## src/rtl/xps_pkg.sv

```systemverilog
// Shared definitions for the crystal/PLL power sequencer.
// Assumes two control lines: index 0 crystal, index 1 PLL power-down.
package xps_pkg;
    localparam int XTAL_IDX = 0;
    localparam int PLL_IDX  = 1;
    localparam int NLINES   = 2;

    typedef enum logic [2:0] {
        ST_IDLE    = 3'd0,
        ST_XWAIT   = 3'd1,
        ST_PWAIT   = 3'd2,
        ST_ON_END  = 3'd3,
        ST_OFF_END = 3'd4
    } seq_state_t;

    // Cycles in a delay of the given number of milliseconds.
    function automatic longint unsigned ms_cycles(longint unsigned clk_hz, int unsigned ms);
        return (clk_hz * ms) / 1000;
    endfunction
endpackage

```

## src/rtl/xps_timer.sv

```systemverilog
// Down-counting settle timer. Loaded with (delay - 1); expired is high
// while the count is zero. Assumes load values fit in CW bits.
module xps_timer #(
    parameter int CW = 8
) (
    input  logic          clk,
    input  logic          rst_n,
    input  logic          load,
    input  logic [CW-1:0] load_val,
    output logic          expired
);
    logic [CW-1:0] cnt_q;

    // Count down toward zero, reloading on request.
    always_ff @(posedge clk) begin
        if (!rst_n)
            cnt_q <= '0;
        else if (load)
            cnt_q <= load_val;
        else if (cnt_q != '0)
            cnt_q <= cnt_q - 1'b1;
    end

    assign expired = (cnt_q == '0);
endmodule

```

## src/rtl/xps_shadow.sv

```systemverilog
// Shadow registers for the control-line value and output enable.
// Assumes set and clear of one bit are never requested together;
// set wins if they are.
module xps_shadow #(
    parameter int N = 2
) (
    input  logic         clk,
    input  logic         rst_n,
    input  logic [N-1:0] set_bits,
    input  logic [N-1:0] clr_bits,
    input  logic [N-1:0] oe_or,
    output logic [N-1:0] val_q,
    output logic [N-1:0] oe_q
);
    for (genvar i = 0; i < N; i++) begin : g_line
        // Per-line value register.
        always_ff @(posedge clk) begin
            if (!rst_n)
                val_q[i] <= 1'b0;
            else if (set_bits[i])
                val_q[i] <= 1'b1;
            else if (clr_bits[i])
                val_q[i] <= 1'b0;
        end

        // Per-line enable register, only ever widened by requests.
        always_ff @(posedge clk) begin
            if (!rst_n)
                oe_q[i] <= 1'b0;
            else if (oe_or[i])
                oe_q[i] <= 1'b1;
        end
    end
endmodule

```

## src/rtl/xps_ctrl.sv

```systemverilog
// Sequencing FSM: accepts a request when idle, issues line set/clear
// commands and timer loads, and walks the crystal and PLL waits.
// Assumes the timer reports expired one cycle after a load of 0.
module xps_ctrl
    import xps_pkg::*;
(
    input  logic              clk,
    input  logic              rst_n,
    input  logic              req_valid,
    input  logic              req_on,
    input  logic [NLINES-1:0] req_mask,
    input  logic              xtal_sense,
    input  logic              tmr_expired,
    output logic              tmr_load,
    output logic              tmr_long,
    output logic [NLINES-1:0] set_bits,
    output logic [NLINES-1:0] clr_bits,
    output logic [NLINES-1:0] oe_or,
    output seq_state_t        state_q
);
    seq_state_t state_d;
    logic       pll_sel_q;

    // State register and PLL-selected flag captured at acceptance.
    always_ff @(posedge clk) begin
        if (!rst_n) begin
            state_q   <= ST_IDLE;
            pll_sel_q <= 1'b0;
        end else begin
            state_q <= state_d;
            if (state_q == ST_IDLE && req_valid)
                pll_sel_q <= req_mask[PLL_IDX];
        end
    end

    // Next state and command decode.
    always_comb begin
        state_d  = state_q;
        tmr_load = 1'b0;
        tmr_long = 1'b0;
        set_bits = '0;
        clr_bits = '0;
        oe_or    = '0;
        case (state_q)
            ST_IDLE: begin
                if (req_valid) begin
                    oe_or = req_mask;
                    if (req_on) begin
                        if (!xtal_sense && req_mask[XTAL_IDX]) begin
                            set_bits[XTAL_IDX] = 1'b1;
                            set_bits[PLL_IDX]  = req_mask[PLL_IDX];
                            tmr_load = 1'b1;
                            state_d  = ST_XWAIT;
                        end else if (!xtal_sense && req_mask[PLL_IDX]) begin
                            clr_bits[PLL_IDX] = 1'b1;
                            tmr_load = 1'b1;
                            tmr_long = 1'b1;
                            state_d  = ST_PWAIT;
                        end else begin
                            state_d = ST_ON_END;
                        end
                    end else begin
                        clr_bits[XTAL_IDX] = req_mask[XTAL_IDX];
                        set_bits[PLL_IDX]  = req_mask[PLL_IDX];
                        state_d = ST_OFF_END;
                    end
                end
            end
            ST_XWAIT: begin
                if (tmr_expired) begin
                    if (pll_sel_q) begin
                        clr_bits[PLL_IDX] = 1'b1;
                        tmr_load = 1'b1;
                        tmr_long = 1'b1;
                        state_d  = ST_PWAIT;
                    end else begin
                        state_d = ST_ON_END;
                    end
                end
            end
            ST_PWAIT:   if (tmr_expired) state_d = ST_ON_END;
            ST_ON_END:  state_d = ST_IDLE;
            ST_OFF_END: state_d = ST_IDLE;
            default:    state_d = ST_IDLE;
        endcase
    end
endmodule

```

## src/rtl/xtal_pll_seq.sv

```systemverilog
// Crystal and PLL power sequencer top. Bit 0 of the lines is crystal
// power (active high), bit 1 is PLL power-down (active high).
// Assumes CLK_HZ >= 1000 so both waits are at least one cycle.
module xtal_pll_seq
    import xps_pkg::*;
#(
    parameter longint unsigned CLK_HZ = 100_000_000
) (
    input  logic       clk,
    input  logic       rst_n,
    input  logic       req_valid,
    input  logic       req_on,
    input  logic [1:0] req_mask,
    input  logic       xtal_sense,
    output logic [1:0] ctl_out,
    output logic [1:0] ctl_oe,
    output logic       busy,
    output logic       done,
    output logic       abort_clr
);
    localparam longint unsigned XTAL_CYC = ms_cycles(CLK_HZ, 1);
    localparam longint unsigned PLL_CYC  = ms_cycles(CLK_HZ, 5);
    localparam int CW = (PLL_CYC > 1) ? $clog2(PLL_CYC) : 1;
    localparam logic [CW-1:0] XTAL_LOAD = CW'(XTAL_CYC - 1);
    localparam logic [CW-1:0] PLL_LOAD  = CW'(PLL_CYC - 1);

    logic              tmr_load, tmr_long, tmr_expired;
    logic [NLINES-1:0] set_bits, clr_bits, oe_or;
    seq_state_t        state_q;

    xps_ctrl u_ctrl (
        .clk        (clk),
        .rst_n      (rst_n),
        .req_valid  (req_valid),
        .req_on     (req_on),
        .req_mask   (req_mask),
        .xtal_sense (xtal_sense),
        .tmr_expired(tmr_expired),
        .tmr_load   (tmr_load),
        .tmr_long   (tmr_long),
        .set_bits   (set_bits),
        .clr_bits   (clr_bits),
        .oe_or      (oe_or),
        .state_q    (state_q)
    );

    xps_timer #(.CW(CW)) u_timer (
        .clk     (clk),
        .rst_n   (rst_n),
        .load    (tmr_load),
        .load_val(tmr_long ? PLL_LOAD : XTAL_LOAD),
        .expired (tmr_expired)
    );

    xps_shadow #(.N(NLINES)) u_shadow (
        .clk     (clk),
        .rst_n   (rst_n),
        .set_bits(set_bits),
        .clr_bits(clr_bits),
        .oe_or   (oe_or),
        .val_q   (ctl_out),
        .oe_q    (ctl_oe)
    );

    // Status decode from the registered state.
    assign busy      = (state_q != ST_IDLE);
    assign done      = (state_q == ST_ON_END) || (state_q == ST_OFF_END);
    assign abort_clr = (state_q == ST_ON_END);
endmodule

```

## config.mk

```make
export PLATFORM = sky130hd
export DESIGN_NAME = xtal_pll_seq
export DESIGN_NICKNAME = d
export VERILOG_FILES = /design/src/rtl/xps_pkg.sv /design/src/rtl/xps_timer.sv /design/src/rtl/xps_shadow.sv /design/src/rtl/xps_ctrl.sv /design/src/rtl/xtal_pll_seq.sv
export SDC_FILE = /design/constraint.sdc
export NUM_CORES = 1
export LEC_CHECK = 0
export ABC_CLOCK_PERIOD_IN_PS = 3500
export BUFFER_PORTS_ARGS = -buffer_cell sky130_fd_sc_hd__buf_2
export CAP_MARGIN = 15
export CORE_MARGIN = 2
export CORE_UTILIZATION = 40
export CTS_BUF_LIST = sky130_fd_sc_hd__clkbuf_2 sky130_fd_sc_hd__clkbuf_4 sky130_fd_sc_hd__clkbuf_8
export CTS_CLUSTER_SIZE = 14
export DETAILED_ROUTE_END_ITERATION = 7
export PLACE_DENSITY = 0.65
export SETUP_SLACK_MARGIN = 0.1
export SLEW_MARGIN = 20
export SYNTH_ARGS = -nofsm -noshare
export SYNTH_HDL_FRONTEND = slang
export SYNTH_SLANG_ARGS = --single-unit
```

## constraint.sdc

```tcl
create_clock -name clk -period 3.5 [get_ports clk]
set_input_delay 0.525 -clock clk [delete_from_list [all_inputs] [get_ports clk]]
set_output_delay 0.525 -clock clk [all_outputs]
set_load 0.005 [all_outputs]
```

== After elaboration in Yosys (flattened, before gate mapping) ==
Index checks and enable logic that the tools add are counted.

* Register bits after elaboration: 27
* Latch bits: 0
* RAM bits: 0
* Bits in read-only memories: 0
* Bits of input ports: 7
* Output and inout bits: 7
* Logic and storage cells: 65
* Memories: 0

* Add/sub/neg operators: 1
* $mul: 0
* Divide/modulo/power cells: 0
* $lt $le $gt $ge: 0
* Equal/unequal tests: 7
* Shift operators: 0
* Muxes and demuxes: 37
* Bitwise operators: 0
* Reduce and logical (&&, ||, !) cells: 13

{| class="wikitable"
|+ Operators with widths
! operator !! count
|-
| $mux 19 || 3
|-
| $logic_not 19->1 || 1
|-
| $mux 1 || 19
|-
| $reduce_bool 19->1 || 1
|-
| $sub 19x1->19 const B || 1
|-
| $mux 2 || 7
|-
| $mux 3 || 4
|-
| $pmux 3 s3 || 1
|-
| $eq 3x2->1 const B || 2
|-
| $ne 2x2->1 const B || 3
|-
| $pmux 1 s2 || 3
|-
| $reduce_bool 2->1 || 3
|-
| $eq 3x1->1 const B || 1
|-
| $eq 3x3->1 const B || 1
|-
| $logic_and 1x1->1 || 3
|-
| $logic_not 3->1 || 1
|-
| $reduce_and 3->1 || 1
|-
| $reduce_bool 3->1 || 1
|-
| $logic_not 1->1 || 1
|-
| $logic_or 1x1->1 || 1
|}

== Logic depth before layout (Yosys ltp) ==
Gate-level depths: netlist (run 1).

* Depth after elaboration: 9
* Depth in mapped cells: 8
* Mapped depth without buffers: 7

== Modules after synthesis ==
Synthesis (run 1) repeated with hierarchy kept, for this count alone.

* Cell total of the unflattened synthesis: 190
* Area total of the unflattened synthesis: 1594.0 um2

{| class="wikitable"
|+ Modules (own cells, without submodules)
! module !! instances !! cells each !! area an instance (um2) !! seq. area each (um2)
|-
| xps_timer || 1 || 137 || 1141.1 || 380.4
|-
| xps_ctrl || 1 || 36 || 277.8 || 80.1
|-
| xps_shadow || 1 || 10 || 137.6 || 80.1
|-
| xtal_pll_seq || 1 || 7 || 37.5 || 0.0
|}

== Worst setup path after synthesis (run 1) ==
No wires, ideal clock.

* Path type: register to register
* Start point: reg u_timer.cnt_q[4]
* End point: reg u_timer.cnt_q[10]
* Setup time: 0.086 ns
* Data arrival time: 2.440 ns
* Data required time: 3.414 ns
* Path slack: 0.975 ns
* Stages on the path, launching flop included: 8
* Buffers on the path: 2
* Period minus slack after synthesis: 2.525 ns
* Cell sequence: dfxtp_1 or4_1 buf_2 or4_4 or4_4 buf_6 mux2i_1 a211oi_1

* Word-level cells in the longest chain between the ends: 5
* Elaborated cells on any way between the ends: 10
* Those cells by class: 1 x add/sub; 6 x mux; 3 x reduce/logical

{| class="wikitable"
|+ Ends and longest elaborated chain
! element !! RTL line !! source
|-
| from (decl) || xps_timer.sv:12 || <nowiki>logic [CW-1:0] cnt_q;</nowiki>
|-
| from (signal assigned) || xps_timer.sv:19 || <nowiki>cnt_q <= load_val;</nowiki>
|-
| from (signal assigned) || xps_timer.sv:21 || <nowiki>cnt_q <= cnt_q - 1'b1;</nowiki>
|-
| branches (longest 5 deep; another with $sub 19x1->19) || -- ||
|}

Parallel ways; which one is timed is not known. The select of a mux whose other input is x is not followed.
A chain may end at the register's enable or synchronous reset.

== Worst setup path after layout (run 1) ==
* Start point: reg u_timer.cnt_q[4]
* End point: reg u_timer.cnt_q[17]

The elaborated chain is that of the path after synthesis.

==> flow_metrics.env, run 1 <==
export IMPL_firstDrtPassIters=4
export IMPL_timing_critical_path_from_type="register"
export IMPL_synth_instances=173
export IMPL_finalSetupViolCount=0
export IMPL_vdd_ir_drop_max_v=0.0003724
export IMPL_power_net_switching_w=0.0005629
export IMPL_setup_skew_after_layout_ns=0.005063
export IMPL_nets=191
export IMPL_synth_area_leader="dfxtp_1"
export IMPL_combinationalPowerShare_pct=50.8
export IMPL_crit_required_ns=3.73
export IMPL_synth_cell_area_sq_mm=0.001458
export IMPL_synth_main_ff_cell="dfxtp_1"
export IMPL_rows=21
export IMPL_worst_setup_path_end_kind="register"
export IMPL_routedWlPerCell_microns=14.64
export IMPL_final_max_slew_violation_count=0
export IMPL_synth_seq_area_share_pct=37.08
export IMPL_grt_max_degree=19
export IMPL_finalCritPeriodShare_pct=77.81
export IMPL_floorplan_io_pins=14
export IMPL_dpl_hpwl_microns=2374
export IMPL_grt_util_all_layers_pct=17.18
export IMPL_io_buffer_count=13
export IMPL_netlist_top_cells_count="dfxtp_1 (27), a21oi_1 (16), nor2_1 (16)"
export IMPL_drive_above_1_share_pct=13.81
export IMPL_die_area_sq_mm=0.004143
export IMPL_dp_slack_ns=0.8132
export IMPL_synth_top_cells_by_area="dfxtp_1 (37%), a21oi_1 (5.5%), xor2_1 (4.2%)"
export IMPL_clockRootBuffer="clkbuf_4"
export IMPL_post_drt_via_cell_ratio=5.780
export IMPL_worst_slew_margin_rel_pct=59.48
export IMPL_clk_pin_slew_worst_paths_ns=0.15
export IMPL_tightestPinTransition_ns=0.6078
export IMPL_syn2layout_area_growth_pct=7.553
export IMPL_grt_ovfl_total=0
export IMPL_power_sequential_fraction_pct=38.1
export IMPL_h_tree_level_count=1
export IMPL_fmaxAchievable_mhz=367.2
export IMPL_p_per_area_mw_per_mm2=816.7
export IMPL_globalRoute_busiestLayer="met2"
export IMPL_yosysUniqueCellTypes=42
export IMPL_worstSetupPathType="register to register"
export IMPL_clk_insertion_delay_late_ns=0.34
export IMPL_avgSynthCellArea_sq_um=8.426
export IMPL_postSynth_asyncResetShare_pct=0
export IMPL_cts_sink_count=27
export IMPL_filler_cell_count=343
export IMPL_cts_tree="built"
export IMPL_yosysMostFrequentCell="dfxtp_1"
export IMPL_antenna_left=0
export IMPL_postCtsHoldBufs=0
export IMPL_min_period_ns=2.723
export IMPL_postCtsSetupBuffers=0
export IMPL_timing_final_hold_violations=0
export IMPL_grtUsageMet1_pct=22.57
export IMPL_clock_path_buffers=2
export IMPL_crit_fanout=11
export IMPL_place_congestion=0.8987
export IMPL_drc_errors=0
export IMPL_internal_power_w=0.0007174
export IMPL_die_width_microns=64.37
export IMPL_grt_first_pass_wirelength_microns=5699
export IMPL_grt_pass1_vias=1244
export IMPL_switching_share_pct=43.97
export IMPL_die_y_microns=64.37
export IMPL_initial_utilization_pct=42.67
export IMPL_postSynthRegisterBits=27
export IMPL_max_cap_violations=0
export IMPL_detailedRoute_firstIterationViolations=74
export IMPL_rsz0062_at_grt="no"
export IMPL_met2_usage_pct=28.91
export IMPL_worst_slack_ns=0.7767
export IMPL_yosysTopAreaCellShare_pct=37.08
export IMPL_clockPowerShare_pct=11.0
export IMPL_dr_total_vias=1312
export IMPL_number_of_flops_mapped_to_enable_cells_by_yosys=0
export IMPL_crit_arrival_ns=2.96
export IMPL_detail_route_wirelength_microns=3324
export IMPL_cts_resized=0
export IMPL_core_box_area_sq_mm=0.003416
export IMPL_groute_layer_met3_usage_pct=2.289
export IMPL_worst_hold_path_type="input port to register"
export IMPL_yosys_warnings=0
export IMPL_run_status="completed"
export IMPL_grt_antenna_before_repair=0
export IMPL_synth_fp_nets=182
export IMPL_power_leakage_nw=0.6630
export IMPL_cts_buffers=3
export IMPL_antenna_diode_count=0
export IMPL_fin_tns_setup_ns=0
-- final timing paths --
path,start,endpoint,slack (ns),depth (start not counted)
worst max-delay path,u_timer.cnt_q[4]$_SDFFE_PN0P_,u_timer.cnt_q[17]$_SDFFE_PN0P_,0.78,5
worst min register to register,u_shadow.val_q[1]$_SDFFE_PN0P_,u_shadow.val_q[1]$_SDFFE_PN0P_,0.47,2
worst max register to register,u_timer.cnt_q[4]$_SDFFE_PN0P_,u_timer.cnt_q[17]$_SDFFE_PN0P_,0.78,5
worst min-delay path,req_on,u_ctrl.state_q[2]$_SDFFE_PN0P_,0.45,2
-- critical path: stages (launching register included) --
cell     delay, ns
dfxtp_1       0.39
or4_1         0.70
or4_4         0.52
or4_4         0.61
o31ai_1       0.32
a21oi_1       0.07
-- power groups by stage --
| stage | sequential (W) | combinational [W] | clock (W) |
|---|---|---|---|
| floorplan | 0.000465 | 0.000551 | 0 |
| global placement | 0.000487 | 0.000626 | 0 |
| detailed placement | 0.000493 | 0.000639 | 0 |
| CTS | 0.000486 | 0.000645 | 0.000145 |
| global route | 0.000501 | 0.000726 | 0.000155 |
| finish | 0.000488 | 0.000651 | 0.000141 |
-- through the flow --
| stage | cell area, sq um | instances | util, % | hold WS [ns] | total power [W] |
|---|---|---|---|---|---|
| 2_1_floorplan | 1458 | 173 | - | 0.4507 | 0.001016 |
| 3_3_place_gp | 1540 | 223 | 45.09 | 0.4460 | 0.001113 |
| 3_5_place_dp | 1540 | 223 | 45.09 | 0.4556 | 0.001133 |
| 4_1_cts | 1568 | 227 | 45.90 | 0.4451 | 0.001275 |
| 5_1_grt | 1568 | 227 | 45.90 | 0.4702 | 0.001383 |
| 6_report | 1568 | 227 | 45.90 | 0.4480 | 0.001280 |
-- cell usage in the layout, fill, tap and decap left out, types with 3 or more instances in the layout --
master / count
dfxtp_1: 27
xnor2_1: 4
buf_2: 13
nor3_1: 6
nor4_1: 4
nand2_1: 12
mux2i_1: 6
a211oi_1: 5
nor2_1: 16
o21a_1: 3
or3_1: 3
nand3_1: 6
a21oi_1: 16
a31oi_1: 3
clkbuf_4: 3
or4_1: 3
o21ai_0: 4
xor2_1: 7
and3_1: 5
inv_1: 5
-- registers in the layout, summed over array words and instances, names as in the netlist --
signal	cells
u_timer.cnt_q	19
u_ctrl.state_q	3
u_shadow.oe_q	2
u_shadow.val_q	2
u_ctrl.pll_sel_q	1
-- area by class of cell --
| cell class | count | area (sq um) | share of cell area [%] |
|---|---|---|---|
| multi-input combinational | 130 | 847.1 | 54.03 |
| sequential | 27 | 540.5 | 34.48 |
| timing repair buffer | 14 | 72.57 | 4.629 |
| tap | 46 | 57.56 | 3.671 |
| clock buffer | 3 | 22.52 | 1.437 |
| inverter | 6 | 22.52 | 1.437 |
| clock inverter | 1 | 5.005 | 0.3192 |
-- per-layer routing --
| layer | share of wire [%] | vias up |
|---|---|---|
| met1 | 45 | 618 |
| met5 | 0 | - |
| met4 | 1.7 | 0 |
| li1 | - | 652 |
| met3 | 5.0 | 6 |
| met2 | 48 | 36 |
-- kinds of logic (layout without fill, tap and decap cells) --
kind of cell	Yosys count	in the layout	synth area share, %
simple gates	67	67	25.75
compound gates	44	44	19.91
flops	27	27	37.08
buf+inv	16	24	4.807
xor+xnor	11	11	6.609
mux	6	6	4.120
fa+ha+maj	2	2	1.716
Note: power is estimated with default switching activity, not from simulation.
==> run 2, diff against run 1 <==
--- a/config.mk
+++ b/config.mk
@@ -5,7 +5,7 @@
 export SDC_FILE = /design/constraint.sdc
 export NUM_CORES = 1
 export LEC_CHECK = 0
-export ABC_CLOCK_PERIOD_IN_PS = 3500
+export ABC_CLOCK_PERIOD_IN_PS = 2800
 export BUFFER_PORTS_ARGS = -buffer_cell sky130_fd_sc_hd__buf_2
 export CAP_MARGIN = 15
 export CORE_MARGIN = 2
==> constraint.sdc (replaced) <==
create_clock -name clk -period 2.8 [get_ports clk]
set_input_delay 0.42 -clock clk [delete_from_list [all_inputs] [get_ports clk]]
set_output_delay 0.42 -clock clk [all_outputs]
set_load 0.005 [all_outputs]
==> run 2 against run 1 <==
Compared with the run above:
- clock power grew 31%
- fmax increased by 7.2%
- critical path depth unchanged
- non-clock buffer count is 4 higher
- final area grew 2.1%
- routed wire length decreased by 1.7%
- via count decreased by 2.1%
==> flow_metrics.env, run 2 (synthesized netlist as in run 1, its figures left out) <==
export IMPL_min_period_ns=2.540
export IMPL_power_sequential_fraction_pct=37.3
export IMPL_fin_tns_setup_ns=0
export IMPL_cts_buffers=3
export IMPL_dpl_hpwl_microns=2396
export IMPL_postCtsSetupBuffers=0
export IMPL_floorplan_io_pins=14
export IMPL_place_congestion=0.9818
export IMPL_io_buffer_count=13
export IMPL_post_drt_via_cell_ratio=5.563
export IMPL_drc_errors=0
export IMPL_worst_hold_path_type="input port to register"
export IMPL_cts_resized=0
export IMPL_clockRootBuffer="clkbuf_4"
export IMPL_switching_share_pct=43.10
export IMPL_routedWlPerCell_microns=14.15
export IMPL_rsz0062_at_grt="no"
export IMPL_worstSetupPathType="register to register"
export IMPL_grt_antenna_before_repair=0
export IMPL_p_per_area_mw_per_mm2=1020
export IMPL_clock_path_buffers=2
export IMPL_clockPowerShare_pct=11.3
export IMPL_crit_path_frequent_cell="or4_4"
export IMPL_max_cap_violations=0
export IMPL_nets=195
export IMPL_dr_total_vias=1285
export IMPL_detailedRoute_firstIterationViolations=50
export IMPL_clk_pin_slew_worst_paths_ns=0.15
export IMPL_cp_startpoint="u_timer.cnt_q[8]$_SDFFE_PN0P_"
export IMPL_detail_route_wirelength_microns=3269
export IMPL_worst_slew_margin_rel_pct=49.46
export IMPL_critical_path_slowest_cell="or4_4"
export IMPL_power_leakage_nw=0.6842
export IMPL_cts_sink_count=27
export IMPL_crit_arrival_ns=2.80
export IMPL_die_width_microns=64.37
export IMPL_worstPathBufferInverterCount=0
export IMPL_grt_first_pass_wirelength_microns=5658
export IMPL_grt_max_degree=15
export IMPL_worst_setup_path_end_kind="register"
export IMPL_clk_insertion_delay_late_ns=0.33
export IMPL_setup_skew_after_layout_ns=0.003157
export IMPL_internal_power_w=0.0009291
export IMPL_die_area_sq_mm=0.004143
export IMPL_initial_utilization_pct=42.67
export IMPL_mostFrequentLayoutCell="dfxtp_1"
export IMPL_final_util_pct=46.85
export IMPL_grt_util_all_layers_pct=17.12
export IMPL_firstDrtPassIters=4
export IMPL_final_cell_area_sq_mm=0.001600
export IMPL_crit_fanout=11
export IMPL_crit_required_ns=3.06
export IMPL_largest_register_ffs=19
export IMPL_grt_ovfl_total=0
export IMPL_critPathTopFamily="simple AND/OR/NAND/NOR gates"
export IMPL_registers_top_by_ff_count="u_timer.cnt_q"
export IMPL_syn2layout_area_growth_pct=9.785
export IMPL_postCtsHoldBufs=0
export IMPL_tightestPinTransition_ns=0.7581
export IMPL_antenna_diode_count=0
export IMPL_fmaxAchievable_mhz=393.8
export IMPL_largest_registers="u_timer.cnt_q x19, u_ctrl.state_q x3"
export IMPL_timing_hold_worst_start="req_on"
export IMPL_run_status="completed"
export IMPL_core_box_area_sq_mm=0.003416
export IMPL_vdd_ir_drop_max_v=0.0005773
export IMPL_timing_critical_path_from_type="register"
export IMPL_most_frequent_cells_in_the_layout="dfxtp_1 (27), nor2_1 (16), a21oi_1 (16)"
export IMPL_h_tree_level_count=1
export IMPL_antenna_left=0
export IMPL_timing_final_hold_violations=0
export IMPL_rows=21
export IMPL_finalCritPeriodShare_pct=90.70
export IMPL_cts_tree="built"
export IMPL_critical_path_max_stage_delay_ns=0.60
export IMPL_die_y_microns=64.37
export IMPL_combinationalPowerShare_pct=51.3
export IMPL_power_net_switching_w=0.0007036
export IMPL_finalSetupViolCount=0
export IMPL_cell_by_cell_listing_of_the_critical_path="or4_1 -> or4_4 -> or4_4 -> mux2i_1 -> a211oi_1"
export IMPL_crit_reg2reg_launch="u_timer.cnt_q[8]$_SDFFE_PN0P_"
export IMPL_drive_above_1_share_pct=15.68
export IMPL_dpl_cell_area_sq_mm=0.001570
export IMPL_grt_pass1_vias=1266
export IMPL_final_max_slew_violation_count=0
## run 2: cell types whose count changed in the layout (fill, tap and decap cells not counted), sizes merged
| cell | delta |
|---|---|
| clkinv | -1 |
| clkbuf | +1 |
| buf | +4 |
## run 2: final timing paths
kind	endpoint	slack, ns	cells after the start
max	u_timer.cnt_q[10]$_SDFFE_PN0P_	0.26	5
min	u_ctrl.state_q[2]$_SDFFE_PN0P_	0.35	2
max reg2reg	u_timer.cnt_q[10]$_SDFFE_PN0P_	0.26	5
min reg2reg	u_shadow.val_q[1]$_SDFFE_PN0P_	0.47	2
## run 2: power by group through the flow
stage	sequential [W]	combinational, W	clock [W]
2_1_floorplan	0.000581	0.000688	0
3_3_place_gp	0.000610	0.000803	0
3_5_place_dp	0.000616	0.000828	0
4_1_cts	0.000606	0.000834	0.000190
5_1_grt	0.000627	0.000938	0.000204
6_report	0.000610	0.000838	0.000185
## run 2: metrics by stage
stage / total power [W] / hold slack (ns) / setup slack [ns] / instances
3_5_place_dp: 0.001444 / 0.4535 / 0.3001 / 227
4_1_cts: 0.001631 / 0.3334 / 0.2538 / 231
2_1_floorplan: 0.001270 / 0.4507 / 0.2746 / 173
3_3_place_gp: 0.001413 / 0.4485 / 0.3442 / 227
6_report: 0.001633 / 0.3508 / 0.2604 / 231
5_1_grt: 0.001768 / 0.3656 / 0.1519 / 231
## run 2: layer usage
layer  GRT usage (%)  share of wire, %  up-vias  wire (microns)
met5               0                 0        -               0
met4           7.181               1.7        0              57
met3           1.761               1.7        5              55
met2           28.26                46       11            1498
met1           22.69                51      609            1658
li1                -                 -      660               -
## run 2: area by class of cell
type	instances	area, sq um
timing repair buffer	18	102.6
sequential	27	540.5
fill	345	1815
inverter	6	22.52
tap	46	57.56
clock buffer	4	30.03
multi-input combinational	130	847.1
